### src/rtl/sbt_pkg.sv
package sbt_pkg;

  localparam int MAX_BURST = 8;
  localparam int CNT_W     = $clog2(MAX_BURST / 2 + 1);

  typedef enum logic [2:0] {
    CMD_NOP,
    CMD_ACT,
    CMD_RD,
    CMD_WR,
    CMD_PRE,
    CMD_REF,
    CMD_MRS
  } cmd_e;

  // legal-command strobes handed from control to datapath
  typedef struct packed {
    logic act;
    logic rd;
    logic wr;
    logic pre;
    logic preAll;
    logic mrs;
    logic err;
  } strobe_t;

  // clocks needed to move a burst of the coded length (two beats per clock)
  function automatic logic [CNT_W-1:0] burstHalf(input logic [2:0] code);
    case (code)
      3'd2:    burstHalf = CNT_W'(2);
      3'd3:    burstHalf = CNT_W'(4);
      default: burstHalf = CNT_W'(1);
    endcase
  endfunction

endpackage

### src/rtl/sbt_ctrl.sv
module sbt_ctrl
  import sbt_pkg::*;
#(
  parameter int NUM_BANKS = 4,
  localparam int BA_W = $clog2(NUM_BANKS)
) (
  input  logic                 csN,
  input  logic                 rasN,
  input  logic                 casN,
  input  logic                 weN,
  input  logic [BA_W-1:0]      bankAddr,
  input  logic                 apBit,
  input  logic [NUM_BANKS-1:0] bankActive,
  output strobe_t              strobes
);

  cmd_e cmd;
  logic tgtOpen;
  logic anyOpen;

  always_comb begin
    cmd = CMD_NOP;
    if (!csN) begin
      case ({rasN, casN, weN})
        3'b011:  cmd = CMD_ACT;
        3'b101:  cmd = CMD_RD;
        3'b100:  cmd = CMD_WR;
        3'b010:  cmd = CMD_PRE;
        3'b001:  cmd = CMD_REF;
        3'b000:  cmd = CMD_MRS;
        default: cmd = CMD_NOP;
      endcase
    end
  end

  assign tgtOpen = bankActive[bankAddr];
  assign anyOpen = |bankActive;

  always_comb begin
    strobes = '0;
    case (cmd)
      CMD_ACT: begin
        if (tgtOpen) strobes.err = 1'b1;
        else         strobes.act = 1'b1;
      end
      CMD_RD: begin
        if (tgtOpen) strobes.rd  = 1'b1;
        else         strobes.err = 1'b1;
      end
      CMD_WR: begin
        if (tgtOpen) strobes.wr  = 1'b1;
        else         strobes.err = 1'b1;
      end
      CMD_PRE: begin
        strobes.pre    = 1'b1;
        strobes.preAll = apBit;
      end
      CMD_REF: begin
        strobes.err = anyOpen;
      end
      CMD_MRS: begin
        if (anyOpen || (bankAddr > BA_W'(1))) strobes.err = 1'b1;
        else                                  strobes.mrs = 1'b1;
      end
      default: strobes = '0;
    endcase
  end

endmodule

### src/rtl/sbt_datapath.sv
module sbt_datapath
  import sbt_pkg::*;
#(
  parameter int NUM_BANKS = 4,
  parameter int ROW_W     = 13,
  parameter int COL_W     = 9,
  parameter int ADDR_W    = 13,
  parameter int AP_BIT    = 10,
  localparam int BA_W     = $clog2(NUM_BANKS)
) (
  input  logic                       clk,
  input  logic                       rstN,
  input  strobe_t                    strobes,
  input  logic [BA_W-1:0]            bankAddr,
  input  logic [ADDR_W-1:0]          addr,
  output logic                       accValid,
  output logic                       accWrite,
  output logic [BA_W-1:0]            accBank,
  output logic [COL_W-1:0]           accCol,
  output logic                       autoPreReq,
  output logic                       mrsValid,
  output logic                       mrsTarget,
  output logic                       errIllegal,
  output logic [NUM_BANKS-1:0]       bankActive,
  output logic [NUM_BANKS*ROW_W-1:0] openRows,
  output logic [ADDR_W-1:0]          mainMode,
  output logic [ADDR_W-1:0]          extMode
);

  logic             rwAny;
  logic             rwAp;
  logic [CNT_W-1:0] loadVal;

  assign rwAny   = strobes.rd | strobes.wr;
  assign rwAp    = rwAny & addr[AP_BIT];
  assign loadVal = burstHalf(mainMode[2:0]);

  // access and mode-load reporting
  always_ff @(posedge clk or negedge rstN) begin
    if (!rstN) begin
      accValid   <= 1'b0;
      accWrite   <= 1'b0;
      accBank    <= '0;
      accCol     <= '0;
      autoPreReq <= 1'b0;
      mrsValid   <= 1'b0;
      mrsTarget  <= 1'b0;
      errIllegal <= 1'b0;
    end else begin
      accValid   <= rwAny;
      mrsValid   <= strobes.mrs;
      errIllegal <= strobes.err;
      if (rwAny) begin
        accWrite   <= strobes.wr;
        accBank    <= bankAddr;
        accCol     <= addr[COL_W-1:0];
        autoPreReq <= addr[AP_BIT];
      end
      if (strobes.mrs) mrsTarget <= bankAddr[0];
    end
  end

  // mode words
  always_ff @(posedge clk or negedge rstN) begin
    if (!rstN) begin
      mainMode <= ADDR_W'(1);
      extMode  <= '0;
    end else if (strobes.mrs) begin
      if (bankAddr[0]) extMode  <= addr;
      else             mainMode <= addr;
    end
  end

  // per-bank state: open flag, row, auto-precharge countdown
  logic             activeQ [NUM_BANKS];
  logic [ROW_W-1:0] rowQ    [NUM_BANKS];
  logic [CNT_W-1:0] apcCnt  [NUM_BANKS];

  for (genvar b = 0; b < NUM_BANKS; b++) begin : g_bank
    localparam logic [BA_W-1:0] IDX = BA_W'(b);
    logic hit;
    logic preHit;
    assign hit    = (bankAddr == IDX);
    assign preHit = strobes.pre & (strobes.preAll | hit);

    always_ff @(posedge clk or negedge rstN) begin
      if (!rstN) begin
        activeQ[b] <= 1'b0;
        rowQ[b]    <= '0;
        apcCnt[b]  <= '0;
      end else if (preHit) begin
        activeQ[b] <= 1'b0;
        apcCnt[b]  <= '0;
      end else if (strobes.act && hit) begin
        activeQ[b] <= 1'b1;
        rowQ[b]    <= addr[ROW_W-1:0];
      end else if (rwAp && hit) begin
        apcCnt[b]  <= loadVal;
      end else if (apcCnt[b] == CNT_W'(1)) begin
        activeQ[b] <= 1'b0;
        apcCnt[b]  <= '0;
      end else if (apcCnt[b] != '0) begin
        apcCnt[b]  <= apcCnt[b] - CNT_W'(1);
      end
    end

    assign bankActive[b]               = activeQ[b];
    assign openRows[b*ROW_W +: ROW_W]  = rowQ[b];

    // a countdown reaching its end closes the bank on the next edge
    p_apc_close_r6: assert property (@(posedge clk) disable iff (!rstN)
      (apcCnt[b] == CNT_W'(1) && !(rwAp && hit)) |=> !bankActive[b]);

    // a countdown only runs on an open bank
    p_apc_open_r6: assert property (@(posedge clk) disable iff (!rstN)
      (apcCnt[b] != '0) |-> bankActive[b]);

    // the stored row of an open bank does not move while it stays open
    p_row_hold_r3: assert property (@(posedge clk) disable iff (!rstN)
      (bankActive[b] && $past(bankActive[b])) |-> $stable(rowQ[b]));
  end

  // bank state one cycle back, for checking reports against it
  logic [NUM_BANKS-1:0] activeD1;
  always_ff @(posedge clk or negedge rstN) begin
    if (!rstN) activeD1 <= '0;
    else       activeD1 <= bankActive;
  end

  // an access is only reported for a bank that was open when it was issued
  p_acc_open_r4: assert property (@(posedge clk) disable iff (!rstN)
    accValid |-> activeD1[accBank]);

  // at most one kind of report per cycle
  p_one_report_r8: assert property (@(posedge clk) disable iff (!rstN)
    $onehot0({accValid, mrsValid, errIllegal}));

  // a mode load is only accepted with every bank closed
  p_mrs_idle_r7: assert property (@(posedge clk) disable iff (!rstN)
    mrsValid |-> (activeD1 == '0) && (bankActive == '0));

  // a rejected command leaves the mode words alone
  p_err_mode_r8: assert property (@(posedge clk) disable iff (!rstN)
    errIllegal |-> ($stable(mainMode) && $stable(extMode)));

endmodule

### src/rtl/sdram_bank_tracker.sv
module sdram_bank_tracker
  import sbt_pkg::*;
#(
  parameter int NUM_BANKS = 4,
  parameter int ROW_W     = 13,
  parameter int COL_W     = 9,
  parameter int ADDR_W    = 13,
  parameter int AP_BIT    = 10,
  localparam int BA_W     = $clog2(NUM_BANKS)
) (
  input  logic                       clk,
  input  logic                       rstN,
  input  logic                       csN,
  input  logic                       rasN,
  input  logic                       casN,
  input  logic                       weN,
  input  logic [BA_W-1:0]            bankAddr,
  input  logic [ADDR_W-1:0]          addr,
  output logic                       accValid,
  output logic                       accWrite,
  output logic [BA_W-1:0]            accBank,
  output logic [COL_W-1:0]           accCol,
  output logic                       autoPreReq,
  output logic                       mrsValid,
  output logic                       mrsTarget,
  output logic                       errIllegal,
  output logic [NUM_BANKS-1:0]       bankActive,
  output logic [NUM_BANKS*ROW_W-1:0] openRows,
  output logic [ADDR_W-1:0]          mainMode,
  output logic [ADDR_W-1:0]          extMode
);

  strobe_t strobes;

  sbt_ctrl #(.NUM_BANKS(NUM_BANKS)) u_ctrl (
    .csN        (csN),
    .rasN       (rasN),
    .casN       (casN),
    .weN        (weN),
    .bankAddr   (bankAddr),
    .apBit      (addr[AP_BIT]),
    .bankActive (bankActive),
    .strobes    (strobes)
  );

  sbt_datapath #(
    .NUM_BANKS (NUM_BANKS),
    .ROW_W     (ROW_W),
    .COL_W     (COL_W),
    .ADDR_W    (ADDR_W),
    .AP_BIT    (AP_BIT)
  ) u_dp (
    .clk        (clk),
    .rstN       (rstN),
    .strobes    (strobes),
    .bankAddr   (bankAddr),
    .addr       (addr),
    .accValid   (accValid),
    .accWrite   (accWrite),
    .accBank    (accBank),
    .accCol     (accCol),
    .autoPreReq (autoPreReq),
    .mrsValid   (mrsValid),
    .mrsTarget  (mrsTarget),
    .errIllegal (errIllegal),
    .bankActive (bankActive),
    .openRows   (openRows),
    .mainMode   (mainMode),
    .extMode    (extMode)
  );

endmodule

### config.mk
export PLATFORM = sky130hd
export DESIGN_NAME = sdram_bank_tracker
export DESIGN_NICKNAME = d
export VERILOG_FILES = /design/src/rtl/sbt_pkg.sv /design/src/rtl/sbt_ctrl.sv /design/src/rtl/sbt_datapath.sv /design/src/rtl/sdram_bank_tracker.sv
export SDC_FILE = /design/constraint.sdc
export NUM_CORES = 1
export LEC_CHECK = 0
export BUFFER_PORTS_ARGS = -buffer_cell sky130_fd_sc_hd__buf_4
export CAP_MARGIN = 20
export CORE_MARGIN = 8
export CORE_UTILIZATION = 55
export CTS_CLUSTER_SIZE = 16
export DETAILED_ROUTE_END_ITERATION = 10
export PLACE_DENSITY_LB_ADDON = 0.3
export SYNTH_ARGS = -nofsm -noshare
export SYNTH_HDL_FRONTEND = slang
export SYNTH_SLANG_ARGS = --single-unit
### constraint.sdc
create_clock -name clk -period 5.18 [get_ports clk]
set_input_delay 0.777 -clock clk [delete_from_list [all_inputs] [get_ports clk]]
set_output_delay 0.777 -clock clk [all_outputs]
set_load 0.005 [all_outputs]
== Word level (Yosys, flattened, before mapping) ==
Cells that the tools add are included.
Widths: inputs -> output; s select.
Operators by class
  $add $sub $neg: 4
  magnitude comparators: 2
  eq/ne operators: 28
  bitwise operators: 15
  mux-type cells: 51
  reductions and logical operators: 39
Operators with widths (count)
  $mux 3: 21
  $reduce_and 2->1: 14
  $mux 1: 25
  $reduce_bool 3->1: 8
  $eq 3x1->1 const B: 6
  $eq 3x2->1 const B: 6
  $pmux 3 s6: 1
  $reduce_bool 4->1: 4
  $eq 3x3->1 const B: 5
  $ne 3x1->1 const B: 4
  $sub 3x1->3 const B: 4
  $logic_and 1x1->1: 8
  $ne 2x1->1 const B: 4
  $pmux 3 s2: 1
  $and 1x1->1: 5
  $not 1->1: 5
  $or 1x1->1: 5
  $eq 2x2->1 const B: 2
  $pmux 1 s4: 1
  $reduce_or 4->1: 1
  $logic_not 3->1: 1
  $lt 2x3->1 const B: 1
  $bmux 1 s2: 1
  $eq 2x1->1 const B: 1
  other kinds (5): 5
Word-level totals
  word-level logic and storage cells: 161
  bits in registers: 111
  output and inout port bits: 99
  bits of input ports: 21

== Longest topological paths before layout ==
  depth in word-level cells: 11
  mapped depth: 7

== Hierarchy ==
Synthesis repeated with hierarchy kept, for this count alone.
Second synthesis, totals
  cell total of the unflattened synthesis: 439
  area total of the unflattened synthesis: 4875.9 sq um
Modules (own cells, without submodules)
  sbt_datapath: times used 1, area each 4747.1 sq um, cells an instance 423
  sbt_ctrl: times used 1, area each 128.9 sq um, cells an instance 16

== Worst setup path before layout ==
Ideal clock, no wire load.
  path type: input-to-reg
  start point: in rasN
  end point: reg u_dp.rowQ, in the netlist u_dp.openRows[43]
  slack: 2.977 ns
  setup time: 0.125 ns
  stages: 5
  arrival: 2.078 ns
  required time: 5.055 ns
  cells stage by stage: buf_4 -> nand4bb_4 -> nor3_2 -> buf_4 -> mux2_2
On the way
  word-level cells in the longest chain between the ends: 9
Ends and longest elaborated chain
  start: declaration: line sdram_bank_tracker.sv:14  | input logic rasN,
  $eq 3x1->1, or another cell as far along: line sbt_ctrl.sv:24  | case ({rasN, casN, weN})
  $pmux 3 s6 (*): line sbt_ctrl.sv:24
  $mux 3 (*): line sbt_ctrl.sv:23  | if (!csN) begin
  $eq 3x3->1: line sbt_ctrl.sv:41  | case (cmd)
  $mux 2: line sbt_ctrl.sv:41
  $or 1x1->1: line sbt_datapath.sv:84  | assign preHit = strobes.pre & (strobes.preAll | hit);
  $and 1x1->1: line sbt_datapath.sv:84
  $not 1->1 (no source line)
  $reduce_and 2->1 (no source line) (*)
  end signal: indexed assignment: line sbt_datapath.sv:96  | rowQ[b] <= addr[ROW_W-1:0];
  end: declaration: line sbt_datapath.sv:76  | logic [ROW_W-1:0] rowQ [NUM_BANKS];
Every way passes the cells marked *; elsewhere a longest branch is shown, timed or not.
A chain may end at the register's enable or synchronous reset.

== Final worst setup path ==
  start point: in bankAddr[1]
  end point: reg u_dp.apcCnt[4] (netlist bit)
On the way
  word-level cells in the longest chain between the ends: 10
Ends and longest elaborated chain
  start: declaration: line sdram_bank_tracker.sv:17  | input logic [BA_W-1:0] bankAddr,
  $bmux 1 s2: line sbt_ctrl.sv:36  | assign tgtOpen = bankActive[bankAddr];
  $mux 1 (implied by the code): line sbt_ctrl.sv:36
  $mux 1: line sbt_ctrl.sv:47, sbt_ctrl.sv:51
  $mux 1: line sbt_ctrl.sv:41
  $or 1x1->1: line sbt_datapath.sv:34  | assign rwAny = strobes.rd | strobes.wr;
  $and 1x1->1: line sbt_datapath.sv:35  | assign rwAp = rwAny & addr[AP_BIT];
  $logic_and 1x1->1: line sbt_datapath.sv:97  | end else if (rwAp && hit) begin
  $mux 3: line sbt_datapath.sv:97
  $mux 3: line sbt_datapath.sv:94  | end else if (strobes.act && hit) begin
  $mux 3: line sbt_datapath.sv:91  | end else if (preHit) begin
  end signal: indexed assignment: line sbt_datapath.sv:98  | apcCnt[b] <= loadVal;
  end signal: indexed assignment: line sbt_datapath.sv:103  | apcCnt[b] <= apcCnt[b] - CNT_W'(1);
  end: declaration: line sbt_datapath.sv:77  | logic [CNT_W-1:0] apcCnt [NUM_BANKS];
Parallel ways exist; a longest one is shown, timed or not. The select of a mux whose other input is x is not followed.

==> metrics <==
Crit Path Category in -> reg; status finished, final reports clean; area leader, netlist dfrtp_1; Max-cap violations 0; top routing layer used met4; top cell type's share of synthesized area 0.545; die width 112 µm; post-CTS setup buffer count 0; Ant. Diodes 0; Req. time, crit path 5480 ps; mapped cell area 5050 µm²; DRC 0; buffers added on ports roughly 120; leakage power around 0.0033 µW; Final Non-Filler Cells 666; clk buf depth 2; DRT Pass-1 Iters 4; worst hold path type in -> async; CTS tree built; critical path endpoint category flip-flop; crit share post-route 0.472; DRT antenna net count 0; hold_buf cts 0; VDD IR max 0.275 mV; # IOs 120; Cell Rows 35; Seq cells post-synth 111; CTS sink cnt between 100 and 150; number of nets in the layout roughly 580; Hold Vio Cnt, Final 0; Tot GR Track Use 0.214; Power Dens Cells 467 nW/µm²; Core Region 9060 µm²; vias in the first global route between 4000 and 5000; First DRT Iteration DRCs 176; Die H approximately 110 µm; Layout area overhead 22.9%; Root Driver clkbuf_8; Setup Skew 9.01 ps; antenna violations before repair 0; Setup WS pre-CTS 2460 ps; Tmin final 2450 ps; worst skew pair latency ~380 ps; met2 wire len 6070 µm; Reg clk slew, reported paths 110 ps; RSZ-0062 raised after global routing false; Primary FF master, synth dfrtp_1; wl on met1 5550 µm; crit path launch type input port; Routed WL about 13000 µm; Setup violations, final 0; net count after synthesis ~470; fin. max-slew vios 0; Post-Syn Instances 433; Relative slew margins 0.327; f_max 409 MHz; dpl cells 650; layout cells sized above 1 0.393; via count 3790; CP max FO 16; met3 WL post-DR 1190 µm; first-pass GRT wire length 21200 µm; Max H-tree Level 3; largest net degree at the start of global routing 68; Synth Area per Inst 11.7 µm²; Worst Tran Pin Value ~1000 ps; CP arrival approximately 2700 ps; number of vias per cell 5.69; DP HPWL 9230 µm; final setup margin 2730 ps; gr ovfl total 0; routed length per instance approximately 20 µm; setup_tns 0 ps; die area 12500 µm²; quantity of gates resized following cts 0; Placer Congestion 0.885; post-synthesis async set-or-reset flop share 1.00; top post-synthesis cells by area dfrtp_1, mux2_2, nand2_1; number of flops mapped to enable cells by yosys 0; sequential area share after synthesis 0.550; Warnings, synthesis 0; Num CTS Buffers 9; initial core utilization 0.557; synth unique cells 52
==> per-stage QoR <==
stage / total power, µW / utilization / hold WS [ps] / area (µm²)
finish: 2900 / 0.685 / 476 / 6210
floorplan: 1850 / - / 456 / 5050
detailed placement: 2390 / 0.662 / 464 / 6000
global placement: 2340 / 0.661 / 460 / 5990
global route: 3090 / 0.685 / 501 / 6210
CTS: 2920 / 0.685 / 491 / 6210
==> cell usage after synthesis (3+ instances only) <==
cell type and instances:
mux2i_1 13, o21ai_0 4, dfrtp_1 110, nor2b_1 5
mux2_2 58, buf_4 4, o2bb2ai_1 3, ha_1 12
o31ai_1 3, inv_1 12, mux2_4 8, a21oi_1 14
buf_2 5, nand3_1 13, o22ai_1 4, nand2_1 97
buf_6 3, nand2_2 3, nor2_1 13, nor3_1 3
nor4_1 3, clkbuf_1 4, nand2b_1 5
==> final cells by class <==
type	count	area, µm²
repair buffers	123	927
clock buffers	10	138
clock inverters	6	63.8
multi-input cells	293	2110
flip-flops and latches	111	2780
fillers	671	2860
well taps	111	139
inverters	12	45.0
==> power by group <==
group	total, µW	switching, µW	leakage [µW]	internal, µW
Clock	526	324	0.0000997	202
Combinational	1070	475	0.00173	595
Sequential	1300	173	0.00143	1130
==> cells by family (layout without fill, tap and decap cells) <==
| group | after synthesis | count (layout) | share of synthesized area |
|---|---|---|---|
| mux | 81 | 81 | 0.183 |
| fa+ha+maj | 12 | 12 | 0.0297 |
| compound gates | 42 | 42 | 0.0560 |
| flops | 111 | 111 | 0.550 |
| buf+inv | 29 | 151 | 0.0334 |
| simple gates | 158 | 158 | 0.147 |
==> cell usage in the layout (no fill, tap or decap), drive strengths merged, types with 3 or more instances in the layout <==
cell     netlist  routed
buf           13     123
dfrtp        110     110
nand2        100     100
mux2          68      68
inv           12      15
a21oi         14      14
nor2          14      14
nand3         13      13
mux2i         13      13
ha            12      12
clkbuf         4      10
nor2b          5       5
nand2b         5       5
o21ai          5       5
o22ai          4       4
nor3           4       4
o31ai          3       3
o2bb2ai        3       3
nor4           3       3
==> worst paths after layout <==
kind	cells after the start	start	slack [ps]	endpoint
worst max-delay path	5	bankAddr[1]	2730	u_dp.apcCnt[4]
worst min-delay path	1	rstN	480	u_dp.openRows[36]
worst max register to register	4	u_dp.bankActive[0]	3090	u_dp.extMode[7]
worst min register to register	2	u_dp.openRows[1]	490	u_dp.openRows[1]
max in group asynchronous	2	rstN	3570	u_dp.mainMode[12]
min in group clk	2	u_dp.openRows[1]	490	u_dp.openRows[1]
==> worst max-delay path, cell delays in order <==
cell,delay (ps)
buf_4,180
nor2b_1,320
or3b_1,810
o31ai_1,360
mux2i_1,280
==> layer usage <==
metal	global-route usage	vias up
met5	0	-
met4	0.101	0
met3	0.0850	27
met2	0.328	136
met1	0.260	1902
li1	-	1725
==> registers in the layout (all words and copies together), names as in the netlist <==
name / count
u_dp.accCol: 9
u_dp.autoPreReq: 1
u_dp.mrsTarget: 1
u_dp.apcCnt: 12
u_dp.accWrite: 1
u_dp.accBank: 2
u_dp.openRows: 52
u_dp.extMode: 13
u_dp.errIllegal: 1
u_dp.accValid: 1
u_dp.mrsValid: 1
u_dp.bankActive: 4
u_dp.mainMode: 13
(Power assumes the default switching activity.)
